--- config.mk ---
export PLATFORM = sky130hd
export DESIGN_NAME = supply_supervisor
export DESIGN_NICKNAME = d
export VERILOG_FILES = /design/src/rtl/supv_pkg.sv /design/src/rtl/supv_sync.sv /design/src/rtl/supv_mr_qual.sv /design/src/rtl/supv_reset_fsm.sv /design/src/rtl/supv_watchdog.sv /design/src/rtl/supply_supervisor.sv
export SDC_FILE = /design/constraint.sdc
export NUM_CORES = 1
export LEC_CHECK = 0
export BUFFER_PORTS_ARGS = -buffer_cell sky130_fd_sc_hd__buf_2
export CELL_PAD_IN_SITES_DETAIL_PLACEMENT = 0
export CELL_PAD_IN_SITES_GLOBAL_PLACEMENT = 2
export CORE_MARGIN = 2
export CORE_UTILIZATION = 44
export DETAILED_ROUTE_END_ITERATION = 10
export PLACE_DENSITY_LB_ADDON = 0.1
export SETUP_SLACK_MARGIN = 0.2
export SYNTH_ARGS = -nofsm -noshare
export SYNTH_HDL_FRONTEND = slang
export SYNTH_SLANG_ARGS = --single-unit
export TNS_END_PERCENT = 30
--- constraint.sdc ---
create_clock -name clk -period 3.05 [get_ports clk]
set_input_delay 0.1525 -clock clk [delete_from_list [all_inputs] [get_ports clk]]
set_output_delay 0.1525 -clock clk [all_outputs]
set_load 0.02 [all_outputs]
--- src/rtl/supv_pkg.sv ---
package supv_pkg;

    typedef enum logic [1:0] {
        RS_HOLD    = 2'd0,
        RS_STRETCH = 2'd1,
        RS_RUN     = 2'd2
    } rst_state_e;

    typedef enum logic [1:0] {
        WD_IDLE    = 2'd0,
        WD_COUNT   = 2'd1,
        WD_EXPIRED = 2'd2
    } wd_state_e;

    typedef enum logic [1:0] {
        MQ_IDLE   = 2'd0,
        MQ_TIMING = 2'd1,
        MQ_ACCEPT = 2'd2
    } mq_state_e;

    // Bits needed to hold values 0..n
    function automatic int cnt_width(input int n);
        return (n < 2) ? 1 : $clog2(n + 1);
    endfunction

endpackage

--- src/rtl/supv_sync.sv ---
module supv_sync #(
    parameter int   STAGES    = 2,
    parameter logic RESET_VAL = 1'b0
) (
    input  logic clk,
    input  logic por_n,
    input  logic d,
    output logic q
);

    logic [STAGES-1:0] chain;

    always_ff @(posedge clk or negedge por_n) begin
        if (!por_n) begin
            chain <= {STAGES{RESET_VAL}};
        end else begin
            chain <= {chain[STAGES-2:0], d};
        end
    end

    assign q = chain[STAGES-1];

endmodule

--- src/rtl/supv_mr_qual.sv ---
module supv_mr_qual
    import supv_pkg::*;
#(
    parameter int MIN_CYC = 25
) (
    input  logic clk,
    input  logic por_n,
    input  logic mr_s,
    output logic mr_act
);

    localparam int            CW   = cnt_width(MIN_CYC);
    localparam logic [CW-1:0] LAST = CW'(MIN_CYC - 1);

    mq_state_e     state, nxt;
    logic [CW-1:0] cnt, cnt_nxt;

    always_ff @(posedge clk or negedge por_n) begin
        if (!por_n) begin
            state <= MQ_IDLE;
            cnt   <= '0;
        end else begin
            state <= nxt;
            cnt   <= cnt_nxt;
        end
    end

    always_comb begin
        nxt     = state;
        cnt_nxt = cnt;
        unique case (state)
            MQ_IDLE: begin
                if (!mr_s) begin
                    if (MIN_CYC <= 1) begin
                        nxt = MQ_ACCEPT;
                    end else begin
                        nxt     = MQ_TIMING;
                        cnt_nxt = CW'(1);
                    end
                end
            end
            MQ_TIMING: begin
                if (mr_s) begin
                    nxt     = MQ_IDLE;
                    cnt_nxt = '0;
                end else if (cnt == LAST) begin
                    nxt = MQ_ACCEPT;
                end else begin
                    cnt_nxt = cnt + 1'b1;
                end
            end
            MQ_ACCEPT: begin
                if (mr_s) begin
                    nxt     = MQ_IDLE;
                    cnt_nxt = '0;
                end
            end
            default: begin
                nxt     = MQ_IDLE;
                cnt_nxt = '0;
            end
        endcase
    end

    always_comb begin
        mr_act = (state == MQ_ACCEPT);
    end

endmodule

--- src/rtl/supv_reset_fsm.sv ---
module supv_reset_fsm
    import supv_pkg::*;
#(
    parameter int STRETCH_CYC = 7_000_000
) (
    input  logic clk,
    input  logic por_n,
    input  logic cause,
    output logic rst_hi
);

    localparam int            CW   = cnt_width(STRETCH_CYC);
    localparam logic [CW-1:0] LOAD = CW'(STRETCH_CYC - 1);

    rst_state_e    state, nxt;
    logic [CW-1:0] cnt, cnt_nxt;

    always_ff @(posedge clk or negedge por_n) begin
        if (!por_n) begin
            state <= RS_STRETCH;
            cnt   <= LOAD;
        end else begin
            state <= nxt;
            cnt   <= cnt_nxt;
        end
    end

    always_comb begin
        nxt     = state;
        cnt_nxt = cnt;
        unique case (state)
            RS_HOLD: begin
                if (!cause) begin
                    nxt     = RS_STRETCH;
                    cnt_nxt = LOAD;
                end
            end
            RS_STRETCH: begin
                if (cause) begin
                    nxt = RS_HOLD;
                end else if (cnt == '0) begin
                    nxt = RS_RUN;
                end else begin
                    cnt_nxt = cnt - 1'b1;
                end
            end
            RS_RUN: begin
                if (cause) begin
                    nxt = RS_HOLD;
                end
            end
            default: nxt = RS_HOLD;
        endcase
    end

    always_comb begin
        rst_hi = (state != RS_RUN);
    end

endmodule

--- src/rtl/supv_watchdog.sv ---
module supv_watchdog
    import supv_pkg::*;
#(
    parameter int TIMEOUT_CYC = 80_000_000
) (
    input  logic clk,
    input  logic por_n,
    input  logic strobe_s,
    input  logic rst_hi,
    input  logic sup_s,
    output logic wdo_n
);

    localparam int            CW   = cnt_width(TIMEOUT_CYC);
    localparam logic [CW-1:0] LAST = CW'(TIMEOUT_CYC - 1);

    wd_state_e     state, nxt;
    logic [CW-1:0] cnt, cnt_nxt;
    logic          strobe_d;
    logic          kick;

    assign kick = strobe_s ^ strobe_d;

    always_ff @(posedge clk or negedge por_n) begin
        if (!por_n) begin
            state    <= WD_IDLE;
            cnt      <= '0;
            strobe_d <= 1'b0;
        end else begin
            state    <= nxt;
            cnt      <= cnt_nxt;
            strobe_d <= strobe_s;
        end
    end

    always_comb begin
        nxt     = state;
        cnt_nxt = cnt;
        unique case (state)
            WD_IDLE: begin
                cnt_nxt = '0;
                if (!rst_hi) begin
                    nxt = WD_COUNT;
                end
            end
            WD_COUNT: begin
                if (rst_hi) begin
                    nxt     = WD_IDLE;
                    cnt_nxt = '0;
                end else if (kick) begin
                    cnt_nxt = '0;
                end else if (cnt == LAST) begin
                    nxt = WD_EXPIRED;
                end else begin
                    cnt_nxt = cnt + 1'b1;
                end
            end
            WD_EXPIRED: begin
                cnt_nxt = '0;
                if (rst_hi) begin
                    nxt = WD_IDLE;
                end else if (kick) begin
                    nxt = WD_COUNT;
                end
            end
            default: begin
                nxt     = WD_IDLE;
                cnt_nxt = '0;
            end
        endcase
    end

    always_comb begin
        wdo_n = (state != WD_EXPIRED) && sup_s;
    end

endmodule

--- src/rtl/supply_supervisor.sv ---
module supply_supervisor #(
    parameter int STRETCH_CYC    = 7_000_000,
    parameter int MR_MIN_CYC     = 25,
    parameter int WD_TIMEOUT_CYC = 80_000_000,
    parameter int SYNC_STAGES    = 2
) (
    input  logic clk,
    input  logic por_n,
    input  logic supply_ok,
    input  logic mr_n,
    input  logic wd_strobe,
    output logic rst_hi,
    output logic rst_lo_n,
    output logic wdo_n
);

    localparam int         N_IN     = 3;
    localparam logic [2:0] SYNC_RST = 3'b010;

    logic [N_IN-1:0] raw_in;
    logic [N_IN-1:0] synced;
    logic            sup_s;
    logic            mr_s;
    logic            strobe_s;
    logic            mr_act;
    logic            reset_cause;

    assign raw_in = {wd_strobe, mr_n, supply_ok};

    for (genvar i = 0; i < N_IN; i++) begin : g_sync
        supv_sync #(
            .STAGES   (SYNC_STAGES),
            .RESET_VAL(SYNC_RST[i])
        ) u_sync (
            .clk  (clk),
            .por_n(por_n),
            .d    (raw_in[i]),
            .q    (synced[i])
        );
    end

    assign sup_s    = synced[0];
    assign mr_s     = synced[1];
    assign strobe_s = synced[2];

    supv_mr_qual #(
        .MIN_CYC(MR_MIN_CYC)
    ) u_mr (
        .clk   (clk),
        .por_n (por_n),
        .mr_s  (mr_s),
        .mr_act(mr_act)
    );

    assign reset_cause = !sup_s || mr_act;

    supv_reset_fsm #(
        .STRETCH_CYC(STRETCH_CYC)
    ) u_rst (
        .clk   (clk),
        .por_n (por_n),
        .cause (reset_cause),
        .rst_hi(rst_hi)
    );

    assign rst_lo_n = !rst_hi;

    supv_watchdog #(
        .TIMEOUT_CYC(WD_TIMEOUT_CYC)
    ) u_wd (
        .clk     (clk),
        .por_n   (por_n),
        .strobe_s(strobe_s),
        .rst_hi  (rst_hi),
        .sup_s   (sup_s),
        .wdo_n   (wdo_n)
    );

endmodule

* Word-level counts from Yosys, hierarchy flattened
Index checks and enable logic that the tools add are counted. Widths: inputs -> output; s select.
Storage, ports and cells: register bits after elaboration 68, input port bits 5, output and inout port bits 3, logic and storage cells 82
Operators by class: add/sub/neg operators 3, equality and inequality tests 24, mux-type cells 30, bitwise gates (word level) 1, reduce and logical (&&, ||, !) cells 14
Operator list (number):
- $mux 27 | 4
- $mux 23 | 3
- $pmux 23 s2 | 1
- $mux 2 | 14
- $add 27x1->27 const B | 1
- $eq 27x27->1 const B | 1
- $logic_not 23->1 | 1
- $sub 23x1->23 const B | 1
- $mux 5 | 4
- $pmux 2 s3 | 3
- $pmux 5 s3 | 1
- $ne 2x2->1 const B | 7
- $ne 3x1->1 const B | 3
- $reduce_and 3->1 | 3
- $reduce_and 4->1 | 2
- $eq 2x1->1 const B | 3
- $eq 2x2->1 const B | 3
- $logic_not 2->1 | 3
- $ne 3x2->1 const B | 2
- $add 5x1->5 const B | 1
- $eq 5x5->1 const B | 1
- $ne 2x1->1 const B | 2
- $ne 4x2->1 const B | 1
- $ne 3x3->1 const B | 1
- 5 further kinds | 6

* Logic depth before layout (Yosys ltp)
Gate-level depths: netlist of run 1.
depth in word-level cells 5, depth in mapped cells 9, gate-level depth less buffers 8

* Modules after synthesis
From an unflattened synthesis of run 1, not the netlist that was laid out.
Second synthesis, totals: cell total of the unflattened synthesis 379, area total of the unflattened synthesis 3749.8 um^2
By module, submodules not included:
- supv_watchdog | instances 1, cells each 168, area an instance 1650.3 um^2, seq. area each 750.7 um^2
- supv_reset_fsm | instances 1, cells each 153, area an instance 1455.1 um^2, seq. area each 648.1 um^2
- supv_mr_qual | instances 1, cells each 50, area an instance 481.7 um^2, seq. area each 175.2 um^2
- supv_sync at g_sync[0].u_sync ... | instances 2, cells each 2, area an instance 50.0 um^2, seq. area each 50.0 um^2
- supv_sync at g_sync[1].u_sync | instances 1, cells each 2, area an instance 52.6 um^2, seq. area each 52.6 um^2
- supply_supervisor | instances 1, cells each 2, area an instance 10.0 um^2, seq. area each 0.0 um^2

* Least setup slack after synthesis of run 1
OpenSTA, ideal clock, no wires.
path type reg-to-reg, from register u_wd.cnt[0], to register u_wd.cnt[1], library setup time 0.132 ns, arrival time 1.872 ns, data required time 2.918 ns, path slack 1.046 ns, stages on the path, launching flop included 10, buffers on the path 3, clock period less this slack 2.004 ns, cells stage by stage dfrtp_1 ha_1 buf_2 and3_1 nand2_1 nor4_4 buf_4 buf_6 mux2i_1 nor2_1
On the way: longest elaborated chain between the ends 5, elaborated cells between the ends (all ways) 7, classes of those cells 1 x add/sub; 2 x eq/ne; 4 x mux
RTL lines:
- from (decl) | line supv_watchdog.sv:18 | logic [CW-1:0] cnt, cnt_nxt;
- from (signal assigned) | line supv_watchdog.sv:31 | cnt <= cnt_nxt;
- $add 27x1->27 | line supv_watchdog.sv:55 | cnt_nxt = cnt + 1'b1;
- $mux 27 | line supv_watchdog.sv:52 | end else if (cnt == LAST) begin
- $mux 27 | line supv_watchdog.sv:50 | end else if (kick) begin
- $mux 27 | line supv_watchdog.sv:47 | if (rst_hi) begin
- $mux 27 | line supv_watchdog.sv:39 | unique case (state)
Several ways; a longest one is shown, not always the timed one. The select of a mux whose other input is x is not followed. A chain may end at the register's enable or synchronous reset.

* Worst setup path after layout of run 1
from register u_rst.cnt[0], to register u_rst.cnt[9]
On the way: longest elaborated chain between the ends 4, elaborated cells between the ends (all ways) 7, classes of those cells 1 x add/sub; 1 x eq/ne; 3 x mux; 2 x reduce/logical
RTL lines:
- from (decl) | line supv_reset_fsm.sv:16 | logic [CW-1:0] cnt, cnt_nxt;
- from (signal assigned) | line supv_reset_fsm.sv:24 | cnt <= cnt_nxt;
- $sub 23x1->23 | line supv_reset_fsm.sv:44 | cnt_nxt = cnt - 1'b1;
- $mux 23 | line supv_reset_fsm.sv:41 | end else if (cnt == '0) begin
- $mux 23 | line supv_reset_fsm.sv:39 | if (cause) begin
- $pmux 23 s2 | line supv_reset_fsm.sv:31 | unique case (state)
Several ways; a longest one is shown, not always the timed one. The select of a mux whose other input is x is not followed.

==> key figures, run 1 <==
Run status
  – Status: complete, but fails checks
  – Failing checks: hold timing

GRT
  – Initial antenna violation count: 0
  – Largest net degree at the start of global routing: 69
  – Total GRT Usage: 19.08%
  – Grt ovf: 0
  – First-pass GRT wire length: 13.52 mm
  – Vias in the first global route: 2770

Power
  – PD cells: 442.4 nW/um2
  – P_leak: 1.552 nW
  – Worst VDD drop: 0.2399 mV

Final layout
  – Fillcell total: 774
  – Nets: 402
  – Area delta synth->final: 9.576%
  – Most frequent cells in the layout: dfrtp_1, a21oi_1, nand2_1
  – # diodes: 0
  – Share of cells above drive strength 1: 16.83%
  – Final core utilization: 49.28%
  – Commonest non-fill, non-tap cell in the layout: dfrtp_1

Placement
  – Dpl hpwl: 5.410 mm
  – Global placer's final weighted congestion: 0.7870
  – PortBufs: 7

Die
  – Core area: 8134 um2
  – Die Span X: 95.19 um
  – Initial core utilization: 44.98%
  – Die Y: 95.19 um
  – IO Count: 8
  – Num rows: 33
  – Die Area: 9060 um2

Route
  – Post-DRT Antenna Nets: 0
  – DR pass1 iterations: 4
  – Per-cell routed wire length: 15.54 um
  – DRC: 0
  – Final WL: 7.818 mm
  – Via density: 5.797
  – Vias: 2916
  – DRT iter0 DRCs: 151

Critical path
  – Crit path max fanout: 12
  – Worst Setup End Kind: flip-flop
  – Startpoint Class: flip-flop
  – CP Class: flip-flop to flip-flop
  – Worst EP arrival: 2590 ps
  – Required time of the critical path: 3310 ps

Synth
  – Synth Warn #: 0
  – Syn nets: 391
  – Fraction of registers with async set/reset: 100.0%
  – Syn Inst Count: 382
  – Post-synth cell types: 53
  – Mean Syn Cell Area: 9.577 um2
  – Post-synthesis sequential area ratio: 47.20%
  – Ys flop type: dfrtp_1
  – Flops & latches, synth: 68
  – Synthesized area: 3659 um2
  – Post-synth EDFFs: 0

Clock tree
  – Htree depth: 3
  – Worst-Skew Late Latency: 340 ps
  – TritonCTS clock tree: built
  – Clock tree buffer depth: 2
  – Reg clk slew, reported paths: 70 ps
  – Hold-fix buffers at CTS: 3
  – Post-CTS setup repair buffer count: 0
  – CTS sink count: 68
  – CTS root buf: clkbuf_8
  – Total CTS buffers: 9
  – Post-CTS sizing: 0

STA
  – Clock period minus worst slack: 2325 ps
  – RSZ-0062 raised after global routing: no
  – # setup viols final: 0
  – Setup TNS: 0 ps
  – Fmax: 430.1 MHz
  – Worst Skew: 9.831 ps
  – Fin. Hold Viols: 11
  – Final hold slack: -10.08 ps
  – Worst slew margin: 43.21%
  – Final cycle utilization of the critical path: 76.23%
  – Max Slew Vio Count: 0
  – Slew @ Worst Pin: 851.8 ps

Hold path
  – HP Class: input port to asynchronous set/reset pin

Run
  – Max cap viols: 0
## flip-flops by register name, indices dropped and copies added (netlist names)
name and count:
g_sync.u_sync.chain 6, u_rst.state 2, u_wd.strobe_d 1, u_wd.state 2, u_mr.state 2, u_wd.cnt 27
u_rst.cnt 23, u_mr.cnt 5
## report_power, final
group / total, W / switching, W / internal (W)
logic: 0.0000830 / 0.0000532 / 0.0000298
registers: 0.000955 / 0.0000247 / 0.000931
clock network: 0.000735 / 0.000339 / 0.000396
total: 0.00177 / 0.000417 / 0.00136
## kinds of logic (layout without fill, tap and decap cells)
kind of cell,after synthesis,count (layout),synth area share [%]
adders and majority gates,4,4,1.368
and+or+nand+nor,186,186,30.68
DFF,68,68,47.20
muxes,5,5,1.368
buffers and inverters,26,42,3.249
xor gates and xnor gates,12,12,2.873
AOI/OAI and AO/OA,81,81,13.27
## through the flow
step | worst slack (ps) | instances | hold WS [ps] | power (W) | area, um2
floorplan | 1046 | 382 | -143.1 | 0.001016 | 3659
CTS | 750.0 | 503 | 35.92 | 0.001800 | 4009
finish | 724.9 | 503 | -10.08 | 0.001773 | 4009
global route | 532.7 | 503 | 81.58 | 0.001856 | 4009
global placement | 786.7 | 484 | 260.7 | 0.001054 | 3785
detailed placement | 776.8 | 484 | 261.2 | 0.001054 | 3785
## critical path, stage by stage, from the launching register on
cell and delay, ps:
dfstp_2 380, inv_1 80, ha_1 210, nor4b_2 400
nand3_2 270, o21ai_4 370, inv_2 180, and4_1 230
o21ai_1 110
## path summary, 6_finish.rpt
| path | start | to | slack, ps | cells past startpoint |
|---|---|---|---|---|
| max reg2reg | u_rst.cnt[0]$_DFFE_PN1P_ | u_rst.cnt[9]$_DFFE_PN1P_ | 720 | 8 |
| min | por_n | u_wd.cnt[13]$_DFFE_PN0P_ | -10 | 2 |
| min in group clk | g_sync[2].u_sync.chain[0]$_DFF_PN0_ | g_sync[2].u_sync.chain[1]$_DFF_PN0_ | 350 | 0 |
| max in group asynchronous | por_n | u_mr.cnt[3]$_DFFE_PN0P_ | 2490 | 2 |
| max | u_rst.cnt[0]$_DFFE_PN1P_ | u_rst.cnt[9]$_DFFE_PN1P_ | 720 | 8 |
| min reg2reg | g_sync[2].u_sync.chain[0]$_DFF_PN0_ | g_sync[2].u_sync.chain[1]$_DFF_PN0_ | 350 | 0 |
## layer usage
layer | share of wire (%) | track usage, % | up-vias
met5 | 0 | 0 | -
met4 | 1.3 | 7.126 | 0
met3 | 2.8 | 3.004 | 10
met2 | 43 | 27.35 | 46
met1 | 53 | 28.87 | 1412
li1 | - | - | 1448
## Yosys cell counts (7+ instances only)
cell type	n	share of area (%)
nand2_1	27	2.8
xnor2_1	10	2.4
o21ai_1	11	1.5
or4_1	8	1.6
and3_1	11	1.9
dfstp_2	20	14
nand3_1	23	3.1
buf_2	8	1.1
nand4_1	14	2.4
a21oi_1	29	4.0
nor3_1	11	1.5
o21ai_0	16	2.2
nand2b_1	7	1.2
inv_1	10	1.0
dfrtp_1	48	33
and4_1	8	1.9
or3_1	19	3.2
nor2_1	26	2.7
## cell type report
class | count | area (um2) | area share, %
Tap cell | 105 | 131.4 | 3.277
Multi-Input combinational cell | 288 | 1813 | 45.22
Clock buffer | 11 | 141.4 | 3.527
Clock inverter | 5 | 52.55 | 1.311
Sequential cell | 68 | 1727 | 43.07
Inverter | 11 | 41.29 | 1.030
Timing Repair Buffer | 15 | 102.6 | 2.559
Note: power is estimated with default switching activity, not from simulation.
==> run 2: changes to the inputs <==
Settings changed: CORE_UTILIZATION 44 to 40.
Clock period 3.05 ns to 2.29 ns, I/O delays scaled along.
==> key figures, run 2 (synthesis results as in run 1) <==
Run status
  – Status: complete, no violations

GRT
  – Initial antenna violation count: 0 (unchanged)
  – Vias in the first global route: 2939 (+6.1%)
  – Largest net degree at the start of global routing: 69 (unchanged)
  – Total GRT Usage: 17.70% (-1.4 points)
  – First-pass GRT wire length: 14.15 mm (+4.7%)
  – Grt ovf: 0 (unchanged)

Hold path
  – HP Class: input port to asynchronous set/reset pin

STA
  – Setup TNS: 0 ps (unchanged)
  – Fin. Hold Viols: 0 (-11)
  – Clock period minus worst slack: 2024 ps (-301.1 ps)
  – # setup viols final: 0 (unchanged)
  – RSZ-0062 raised after global routing: yes
  – Final cycle utilization of the critical path: 88.39% (+12 points)
  – Worst Skew: 9.924 ps (+0.09318 ps)
  – Fmax: 494.1 MHz (+15%)
  – Max Slew Vio Count: 0 (unchanged)
  – Worst slew margin: 61.82% (+19 points)
  – Slew @ Worst Pin: 570.6 ps (-281.2 ps)

Critical path
  – Critical Path Source: u_rst.cnt[0]$_DFFE_PN1P_
  – Required time of the critical path: 2560 ps (-750 ps)
  – R2r setup slk: 270 ps (-460 ps)
  – CP Class: flip-flop to flip-flop
  – Max incr delay on CP: 550 ps (+150 ps)
  – CP delay by family, top: simple AND/OR/NAND/NOR gates
  – RR Endpoint: u_rst.cnt[6]$_DFFE_PN0P_
  – Worst path cell trace: inv_1 > ha_2 > nor4b_4 > buf_4 > nand3_4 > o21ai_4 > buf_6 > or4_4 > a21oi_2
  – Worst r2r path cells: 9 (+1)
  – Worst Setup End Kind: flip-flop
  – Startpoint Class: flip-flop
  – R2r startpoint: u_rst.cnt[0]$_DFFE_PN1P_
  – Slowest-stage cell, CP: dfstp_2
  – Worst EP arrival: 2290 ps (-300 ps)
  – Worst path bufs/invs: 3 (+1)
  – Crit path max fanout: 5 (-7)

Die
  – Die Y: 99.64 um (+4.7%)
  – IO Count: 8 (unchanged)
  – Core area: 8806 um2 (+8.3%)
  – Die Area: 9927 um2 (+9.6%)
  – Num rows: 34 (+3.0%)
  – Initial core utilization: 41.55% (-3.4 points)
  – Die Span X: 99.64 um (+4.7%)

Clock tree
  – TritonCTS clock tree: built
  – Reg clk slew, reported paths: 80 ps (about the same)
  – Worst-Skew Late Latency: 330 ps (about the same)
  – Total CTS buffers: 9 (unchanged)
  – CTS sink count: 68 (unchanged)
  – Clock tree buffer depth: 2 (unchanged)
  – CTS root buf: clkbuf_8
  – Htree depth: 3 (unchanged)

Route
  – Post-DRT Antenna Nets: 0 (unchanged)
  – Via density: 5.706 (-1.6%)
  – Vias: 2967 (+1.7%)
  – Per-cell routed wire length: 15.41 um (-0.87%)
  – Final WL: 8.012 mm (+2.5%)
  – DRC: 0 (unchanged)
  – DRT iter0 DRCs: 126 (-17%)
  – DR pass1 iterations: 4 (unchanged)

Final layout
  – Area delta synth->final: 15.05%
  – Reg with most FFs: u_wd.cnt
  – Fin cells: 520 (+3.4%)
  – Share of cells above drive strength 1: 21.60% (+4.8 points)
  – Most frequent cells in the layout: dfrtp_1, a21oi_1, nand2_1, nor2_1
  – Nets: 416 (+3.5%)
  – Max reg flops: 27 (unchanged)
  – # diodes: 0 (unchanged)
  – Final instance area: 4209 um2 (+5.0%)
  – Commonest non-fill, non-tap cell in the layout: dfrtp_1
  – Largest regs: u_wd.cnt x27, u_rst.cnt x23, g_sync.u_sync.chain x6
  – Final core utilization: 47.80% (-1.5 points)

Run
  – Max cap viols: 0 (unchanged)

Placement
  – Global placer's final weighted congestion: 0.7859 (-0.14%)
  – Placed cell areas: 3869 um2 (+2.2%)
  – Placed insts: 496 (+2.5%)
  – PortBufs: 7 (unchanged)
  – Dpl hpwl: 5.397 mm (-0.24%)

Power
  – Worst VDD drop: 0.3209 mV (+34%)
  – PD cells: 575.8 nW/um2 (+30%)
  – Total power: 0.002424 W (+37%)
  – P_leak: 1.648 nW (+6.2%)
## run 2: changes by cell type in the layout (fill, tap and decap cells not counted), moves of 2 or more
| cell | delta |
|---|---|
| nand3_4 | +2 |
| or4_1 | -2 |
| nand3_1 | -3 |
| buf_4 | +11 |
| or4_4 | +2 |
## run 2: cell type report
class | count | area [um2]
Multi-Input combinational cell | 288 | 1874
Sequential cell | 68 | 1727
Clock inverter | 4 | 47.55
Inverter | 11 | 43.79
Tap cell | 108 | 135.1
Fill cell | 845 | 4597
Timing Repair Buffer | 29 | 226.5
Clock buffer | 12 | 155.1
## run 2: stage by stage
step	setup WS, ps	hold slack (ps)
2_1_floorplan	285.9	-181.1
3_3_place_gp	191.1	171.9
3_5_place_dp	150.8	167.0
4_1_cts	155.2	335.1
5_1_grt	134.2	354.2
6_report	266.0	308.0
## run 2: worst min-delay path: stages
cell and delay [ps]:
dlygate4sd3_1 520, buf_2 120, buf_12 300
## run 2: worst max-delay path by stage
stage                                     to  cells after the start
floorplan            u_wd.cnt[1]$_DFFE_PN0P_                      9
finish              u_rst.cnt[6]$_DFFE_PN0P_                      9
CTS                 u_rst.cnt[6]$_DFFE_PN0P_                      9
global route         u_wd.cnt[1]$_DFFE_PN0P_                      6
global placement    u_rst.cnt[6]$_DFFE_PN0P_                      9
detailed placement  u_rst.cnt[6]$_DFFE_PN0P_                      9
## run 2: where the power goes
group          switching, W  leakage [nW]  internal (W)
Clock              0.000462         0.102      0.000560
Sequential        0.0000359         0.864       0.00124
Combinational     0.0000744         0.681     0.0000523
## run 2: timing repair
action,CTS,global route
setup buffers,0,4
hold buffers,4,0
pin swaps,0,3
gates resized for setup,2,12
endpoints found under the hold margin,51,0
cloned,0,0
endpoints found under the setup margin,7,23
## run 2: layer usage
layer  global-route usage [%]  up-vias  part of all wire, %
met1                    24.53     1460                   51
met2                    28.27       35                   46
met5                        0        -                    0
li1                         -     1470                    -
met4                    4.110        0                 0.45
met3                    4.146        2                  2.6
